$ cat config.mk
export PLATFORM = sky130hd
export DESIGN_NAME = ring_phase_decoder
export DESIGN_NICKNAME = d
export VERILOG_FILES = /design/src/rtl/ring_phase_decoder.sv
export SDC_FILE = /design/constraint.sdc
export NUM_CORES = 1
export LEC_CHECK = 0
export BUFFER_PORTS_ARGS = -buffer_cell sky130_fd_sc_hd__buf_2
export CORE_MARGIN = 4
export CORE_UTILIZATION = 40
export DETAILED_ROUTE_END_ITERATION = 12
export GPL_ROUTABILITY_DRIVEN = 0
export PLACE_DENSITY_LB_ADDON = 0.25
export RECOVER_POWER = 25
export SLEW_MARGIN = 20
export SYNTH_ARGS = -nofsm -noshare
export SYNTH_HDL_FRONTEND = slang
export SYNTH_SLANG_ARGS = --single-unit
export TNS_END_PERCENT = 50
$ cat constraint.sdc
create_clock -name clk -period 103.8 [get_ports clk]
set_clock_uncertainty 0.05 [all_clocks]
set_input_delay 10.38 -clock clk [delete_from_list [all_inputs] [get_ports clk]]
set_output_delay 10.38 -clock clk [all_outputs]
set_load 0.02 [all_outputs]
$ cat src/rtl/ring_phase_decoder.sv
module ring_phase_decoder #(
  parameter int STAGES     = 127,
  parameter int CNT_W      = 4,
  parameter int FRAC_W     = 10,
  parameter int LEARN_HALF = 10
) (
  input  logic              clk,
  input  logic              rst_n,
  input  logic [STAGES-1:0] stage_i,
  input  logic [CNT_W-1:0]  rise_cnt_i,
  input  logic [CNT_W-1:0]  fall_cnt_i,
  output logic [FRAC_W-1:0] frac_o,
  output logic [CNT_W-1:0]  cyc_o,
  output logic              valid_o,
  output logic              err_o
);
  localparam int PHASES = 2 * STAGES;
  localparam int QTR    = STAGES / 2;
  localparam int IDX_W  = $clog2(STAGES);
  localparam int BC_W   = $clog2(STAGES + 1);
  localparam logic [FRAC_W-1:0] RISE_LO = FRAC_W'(QTR);
  localparam logic [FRAC_W-1:0] RISE_HI = FRAC_W'(QTR + STAGES - 1);
  localparam logic [FRAC_W-1:0] LA_LO   = FRAC_W'(QTR - LEARN_HALF);
  localparam logic [FRAC_W-1:0] LA_HI   = FRAC_W'(QTR + LEARN_HALF);
  localparam logic [FRAC_W-1:0] LB_LO   = FRAC_W'(QTR + STAGES - LEARN_HALF);
  localparam logic [FRAC_W-1:0] LB_HI   = FRAC_W'(QTR + STAGES + LEARN_HALF);

  logic [STAGES-1:0] stg_q;
  logic [CNT_W-1:0]  rise_q, fall_q, corr_q;
  logic              cap_q;

  always_ff @(posedge clk or negedge rst_n)
    if (!rst_n) begin
      stg_q  <= '0;
      rise_q <= '0;
      fall_q <= '0;
      cap_q  <= 1'b0;
    end else begin
      stg_q  <= stage_i;
      rise_q <= rise_cnt_i;
      fall_q <= fall_cnt_i;
      cap_q  <= 1'b1;
    end

  logic [STAGES-1:0] brk;
  assign brk[0] = stg_q[0] == stg_q[STAGES-1];
  for (genvar i = 1; i < STAGES; i++) begin : g_brk
    assign brk[i] = stg_q[i] == stg_q[i-1];
  end

  logic [BC_W-1:0]  nbrk;
  logic [IDX_W-1:0] idx;
  always_comb begin
    nbrk = '0;
    idx  = '0;
    for (int i = STAGES - 1; i >= 0; i--)
      if (brk[i]) begin
        nbrk = nbrk + BC_W'(1);
        idx  = IDX_W'(i);
      end
  end

  logic [IDX_W-1:0]  last;
  logic [FRAC_W-1:0] frac;
  logic              ok, bad, in_rise, learn_a, learn_b, learn;
  logic [CNT_W-1:0]  corr_nxt, cyc;

  assign ok      = cap_q && (nbrk == BC_W'(1));
  assign bad     = cap_q && (nbrk != BC_W'(1));
  assign last    = (idx == '0) ? IDX_W'(STAGES - 1) : idx - IDX_W'(1);
  assign frac    = stg_q[0] ? FRAC_W'(last) : FRAC_W'(last) + FRAC_W'(STAGES);
  assign in_rise = frac >= RISE_LO && frac <= RISE_HI;
  assign learn_a = frac >= LA_LO && frac <= LA_HI;
  assign learn_b = frac >= LB_LO && frac <= LB_HI;
  assign learn   = ok && (learn_a || learn_b);

  assign corr_nxt = learn_a ? rise_q - fall_q - CNT_W'(1) :
                    learn_b ? rise_q - fall_q : corr_q;
  assign cyc = in_rise         ? rise_q :
               (frac < RISE_LO) ? fall_q + corr_nxt + CNT_W'(1) :
                                  fall_q + corr_nxt;

  always_ff @(posedge clk or negedge rst_n)
    if (!rst_n) begin
      corr_q  <= '0;
      frac_o  <= '0;
      cyc_o   <= '0;
      valid_o <= 1'b0;
      err_o   <= 1'b0;
    end else begin
      valid_o <= ok;
      err_o   <= bad;
      if (ok) begin
        corr_q <= corr_nxt;
        frac_o <= frac;
        cyc_o  <= cyc;
      end
    end

  p_frac_range_r1: assert property (@(posedge clk) disable iff (!rst_n)
    valid_o |-> frac_o < FRAC_W'(PHASES));
  p_valid_after_cap_r2: assert property (@(posedge clk) disable iff (!rst_n)
    valid_o |-> $past(cap_q));
  p_rise_pick_r3: assert property (@(posedge clk) disable iff (!rst_n)
    (valid_o && frac_o >= RISE_LO && frac_o <= RISE_HI) |-> cyc_o == $past(rise_q));
  p_corr_learn_r4: assert property (@(posedge clk) disable iff (!rst_n)
    !$stable(corr_q) |-> $past(learn));
  p_hold_bad_r6: assert property (@(posedge clk) disable iff (!rst_n)
    err_o |-> ($stable(frac_o) && $stable(cyc_o) && !valid_o));
  p_corr_keep_r6: assert property (@(posedge clk) disable iff (!rst_n)
    $past(bad) |-> $stable(corr_q));
endmodule

==> impl_metrics.tcl, run 1 <==
set metrics [dict create \
    crit_path_start_kind "flip-flop" \
    synth-edff-count 0 \
    crit_buf_inv 36 \
    antenna_found_initial 4 \
    ys_warn_count 0 \
    vias 33506 \
    arrival_ps 94600 \
    ant_nets 0 \
    synth_area_per_cell_um2 7.115 \
    r2r_slack_ps 9540 \
    synthArstFlopShare_pct 100.0 \
    post-place-ws_ps 10680 \
    final_common_cell "nand2_1" \
    slew_headroom_pct 24.15 \
    hpwl_um 80330 \
    final_area_um2 35300 \
    ys_seq_elements 154 \
    wl_per_cell_um 17.84 \
    timing.final.crit_share_pct 90.81 \
    drc 0 \
    cts_buffers 17 \
    cpPeakStageDelay_ps 850 \
    root_buffer "clkbuf_16" \
    rsz0062_at_grt "no" \
    tightest_slew_ps 1109 \
    clk_pin_slew_ps 70 \
    wl_um 101900 \
    crit_family "adder cells" \
    cp.required_ps 104140 \
    grt_max_degree 100 \
    drtIter0Drc 2847 \
    ys.flop_type "dfrtp_1" \
    clkSinkCount 154 \
    io_buffers 150 \
    cap_violations 0 \
    grt_remaining_overflow 0 \
    die-area_um2 88490 \
    ctsResizeCount 0 \
    ys_types 121 \
    status "finished clean" \
    fin_nets 4905 \
    holdBufCountCts 0 \
    dp_cells 5680 \
    instances_no_fill 5714 \
    worst_slack_ps 9541 \
    synth_seq_area_share_pct 11.50 \
    h-tree-depth 4 \
    initial_core_util_pct 40.63 \
    fillers 8490 \
    grtUsageTotal_pct 22.10 \
    post_cts_buffers 0 \
    cts_tree "done" \
    fin_crit_ps 94260 \
    layout_common_cells "526 x nand2_1, 443 x nor2_1, 422 x xnor2_1" \
    grt_pass1_vias 30339 \
    dpl_cell_area_um2 34710 \
    report.final.slew_viol_count 0 \
    fp-row-count 105 \
    core_area_um2 82500 \
    syn_area_um2 33520 \
    crit_slowest_cell "a211oi_1" \
    insertion_delay_ps 530 \
    timing.fmax_mhz 10.61 \
    drt-pass1-iter-count 6 \
    layout-drive-gt1-share_pct 8.639 \
    critPathMaxFanout 16 \
    areaGrowthSynthToFinish_pct 5.316 \
    endpoint_kind "flip-flop" \
    worstSetupPathType "flip-flop to flip-flop" \
    vias_per_cell 5.864 \
    crit_path_frequent_cell "ha_1" \
    hold_viol_final 0 \
    setup_violations 0 \
    synth_cells 4711 \
    grt_pass1_wl_um 162500 \
    fp.dieH_um 297.5 \
    io_pins 153 \
    clockBufferDepth 2 \
    dieWidth_um 297.5 \
    hold_class "flip-flop to flip-flop" \
    setup-tns-final_ps 0 \
]
## per-stage QoR
step	utilization (%)	hold WS [ps]
6_report	42.79	476.7
5_1_grt	42.78	495.2
4_1_cts	42.77	480.0
3_5_place_dp	42.07	462.9
3_3_place_gp	42.07	446.7
2_1_floorplan	-	422.3
## final timing paths
check | start | end | depth (start not counted)
setup / recovery | stg_q[124]$_DFF_PN0_ | frac_o[1]$_DFFE_PN0P_ | 440
hold / removal | frac_o[1]$_DFFE_PN0P_ | frac_o[1]$_DFFE_PN0P_ | 1
setup reg to reg | stg_q[124]$_DFF_PN0_ | frac_o[1]$_DFFE_PN0P_ | 440
hold reg to reg | frac_o[1]$_DFFE_PN0P_ | frac_o[1]$_DFFE_PN0P_ | 1
max in group asynchronous | rst_n | stg_q[67]$_DFF_PN0_ | 2
min in group asynchronous | rst_n | stg_q[14]$_DFF_PN0_ | 1
## per-layer routing
metal	GRT usage (%)	share of wire (%)	vias up
li1	-	-	16841
met1	30.64	46	15683
met2	36.31	46	871
met3	2.854	5.4	111
met4	5.689	2.0	0
met5	0	0	-
## logic make-up after synthesis
logic type	Yosys count	share of synthesized area [%]
simple gates	1897	27.71
fa+ha+maj	148	5.502
buf+inv	447	5.163
compound gates	1255	24.67
mux	136	4.438
xor+xnor	672	20.99
flops	154	11.50
other cells	2	0.02241
## worst register-to-register path, delay by kind of cell (launching register included)
| kind | cells | cell delay [ps] |
|---|---|---|
| xor gates and xnor gates | 1 | 270 |
| and+or+nand+nor | 100 | 12900 |
| adders and majority gates | 123 | 38110 |
| buffers and inverters | 36 | 3020 |
| DFF | 1 | 710 |
| AOI/OAI and AO/OA | 141 | 28440 |
| muxes | 39 | 10610 |
## flip-flops by register name (all words and copies together) (netlist names)
| name | flops |
|---|---|
| cap_q | 1 |
| corr_q | 4 |
| cyc_o | 4 |
| err_o | 1 |
| fall_q | 4 |
| frac_o | 8 |
| rise_q | 4 |
| stg_q | 127 |
| valid_o | 1 |
## cell type report
class                           count  area (µm²)  share of cell area (%)
Multi-Input combinational cell   4111       27970                   79.24
Inverter                          179       671.9                   1.903
Tap cell                         1070        1339                   3.793
Sequential cell                   154        3854                   10.92
Clock buffer                       18       429.2                   1.216
Clock inverter                     14       150.1                  0.4253
Antenna cell                        2       5.005                 0.01418
Timing Repair Buffer              166       879.6                   2.492
## Yosys cell counts (16+ instances only)
| cell | number | area (µm²) |
|---|---|---|
| xnor3_1 | 34 | 765.7 |
| a211oi_1 | 54 | 405.4 |
| nor2_1 | 443 | 1663 |
| or3_1 | 55 | 344.1 |
| a21o_1 | 35 | 262.8 |
| nand4_1 | 49 | 306.5 |
| mux2_2 | 51 | 574.3 |
| nand3_1 | 209 | 1046 |
| nand3b_1 | 34 | 255.2 |
| o21a_1 | 41 | 307.8 |
| a221oi_1 | 26 | 227.7 |
| o31ai_1 | 40 | 300.3 |
| dfrtp_1 | 154 | 3854 |
| and2_1 | 50 | 312.8 |
| xnor2_1 | 424 | 3714 |
| xnor3_2 | 18 | 427.9 |
| clkbuf_1 | 200 | 750.7 |
| nor3b_1 | 29 | 217.7 |
| o32ai_1 | 21 | 183.9 |
| o221ai_1 | 16 | 140.1 |
| nor2b_1 | 72 | 450.4 |
| o211ai_1 | 54 | 405.4 |
| inv_1 | 171 | 641.9 |
| nor4_1 | 30 | 187.7 |
| nand2b_1 | 110 | 688.2 |
| nand2_1 | 526 | 1974 |
| xor2_1 | 155 | 1358 |
| or2_2 | 37 | 231.5 |
| o22ai_1 | 62 | 387.9 |
| o21ai_0 | 273 | 1366 |
| ha_1 | 137 | 1714 |
| a22oi_1 | 28 | 210.2 |
| nor3_1 | 127 | 635.6 |
| buf_1 | 47 | 176.4 |
| xnor2_2 | 21 | 341.6 |
| a31oi_1 | 78 | 488.0 |
| and3_1 | 63 | 394.1 |
| a21oi_1 | 294 | 1471 |
| mux2i_1 | 68 | 680.7 |
Power of run 1 is not shown: default switching activity piles up to over one toggle a cycle in this logic, so the estimate is an artifact.
==> inputs of run 2 (changes only) <==
CORE_UTILIZATION = 50   (was 40)
==> impl_metrics.tcl, run 2 (synthesis gave the netlist of run 1 again) <==
set metrics [dict create \
    status "finished clean" \
    fin_nets 4905 \
    cts_tree "done" \
    h-tree-depth 4 \
    setup-tns-final_ps 0 \
    cap_violations 0 \
    layout-drive-gt1-share_pct 8.639 \
    fp.dieH_um 266.9 \
    timing.final.crit_share_pct 90.75 \
    cts_buffers 17 \
    endpoint_kind "flip-flop" \
    arrival_ps 94540 \
    initial_core_util_pct 50.71 \
    vias 33594 \
    reg.largest.list "stg_q: 127 flops, frac_o: 8 flops" \
    crit_path_start_kind "flip-flop" \
    grtUsageTotal_pct 25.65 \
    layout.area.seq_um2 3854 \
    layout_common_cells "526 x nand2_1, 443 x nor2_1, 423 x xnor2_1" \
    io_pins 153 \
    final_common_cell "nand2_1" \
    rsz0062_at_grt "no" \
    crit_family "adder cells" \
    clk_pin_slew_ps 80 \
    tightest_slew_ps 1030 \
    crit_path_frequent_cell "ha_1" \
    grt_remaining_overflow 0 \
    fin_crit_ps 94200 \
    core_area_um2 66100 \
    hpwl_um 73410 \
    setup_violations 0 \
    worstSetupPathType "flip-flop to flip-flop" \
    vias_per_cell 6.100 \
    io_buffers 150 \
    ctsResizeCount 0 \
    hold_class "flip-flop to flip-flop" \
    crit_slowest_cell "dfrtp_1" \
    regMostFlops "stg_q" \
    wl_per_cell_um 17.16 \
    timing.fmax_mhz 10.62 \
    multi_input_area_um2 27970 \
    insertion_delay_ps 520 \
    grt_pass1_vias 30436 \
    ant_nets 0 \
    crit_buf_inv 37 \
    grt_pass1_wl_um 154100 \
    drtIter0Drc 2781 \
    critPathMaxFanout 74 \
    dieWidth_um 266.9 \
    hold_viol_final 0 \
    fp-row-count 94 \
    root_buffer "clkbuf_16" \
    post_cts_buffers 0 \
    antenna_found_initial 3 \
    wl_um 94520 \
    die-area_um2 71240 \
    areaGrowthSynthToFinish_pct 4.715 \
    report.final.slew_viol_count 0 \
    grt_max_degree 102 \
    cpPeakStageDelay_ps 720 \
    cp.required_ps 104140 \
    slew_headroom_pct 30.82 \
    drt-pass1-iter-count 6 \
    clockBufferDepth 2 \
    largest_reg_flops 127 \
    fillers 6543 \
    holdBufCountCts 0 \
    drc 0 \
    clkSinkCount 154 \
]
## run 2: metrics by stage
| stage | utilization, % | cell area, µm² | setup WS, ps | hold WS [ps] | std cells |
|---|---|---|---|---|---|
| 5_1_grt | 53.10 | 35100 | 2092 | 485.4 | 5507 |
| 6_report | 53.10 | 35100 | 9605 | 466.0 | 5507 |
| 2_1_floorplan | - | 33520 | 15750 | 422.3 | 4712 |
| 3_3_place_gp | 52.14 | 34460 | 13820 | 445.8 | 5474 |
| 3_5_place_dp | 52.14 | 34460 | 10820 | 447.6 | 5474 |
| 4_1_cts | 53.09 | 35090 | 10430 | 468.1 | 5506 |
## run 2: path summary, 6_finish.rpt
check | start | to | slack, ps | depth (start not counted)
max in group asynchronous | rst_n | stg_q[68]$_DFF_PN0_ | 92510 | 2
min | corr_q[2]$_DFFE_PN0P_ | corr_q[2]$_DFFE_PN0P_ | 470 | 1
min in group asynchronous | rst_n | stg_q[5]$_DFF_PN0_ | 9910 | 1
max | stg_q[124]$_DFF_PN0_ | frac_o[4]$_DFFE_PN0P_ | 9600 | 443
max reg2reg | stg_q[124]$_DFF_PN0_ | frac_o[4]$_DFFE_PN0P_ | 9600 | 443
min reg2reg | corr_q[2]$_DFFE_PN0P_ | corr_q[2]$_DFFE_PN0P_ | 470 | 1
## run 2: layout make-up
type                            count  area share, %
Inverter                          179          1.914
Clock buffer                       17          1.212
Tap cell                          864          3.080
Antenna cell                        1       0.007130
Timing Repair Buffer              166          2.538
Multi-Input combinational cell   4111          79.69
Sequential cell                   154          10.98
Clock inverter                     15         0.5811
## run 2: metal layers
metal	global-route usage (%)	up-vias	wire (µm)
li1	-	16811	-
met1	35.87	15708	44570
met3	2.415	126	4487
met5	0	-	0
met2	42.22	949	43230
met4	7.467	0	2234
Power of run 2 is left out for the same reason.
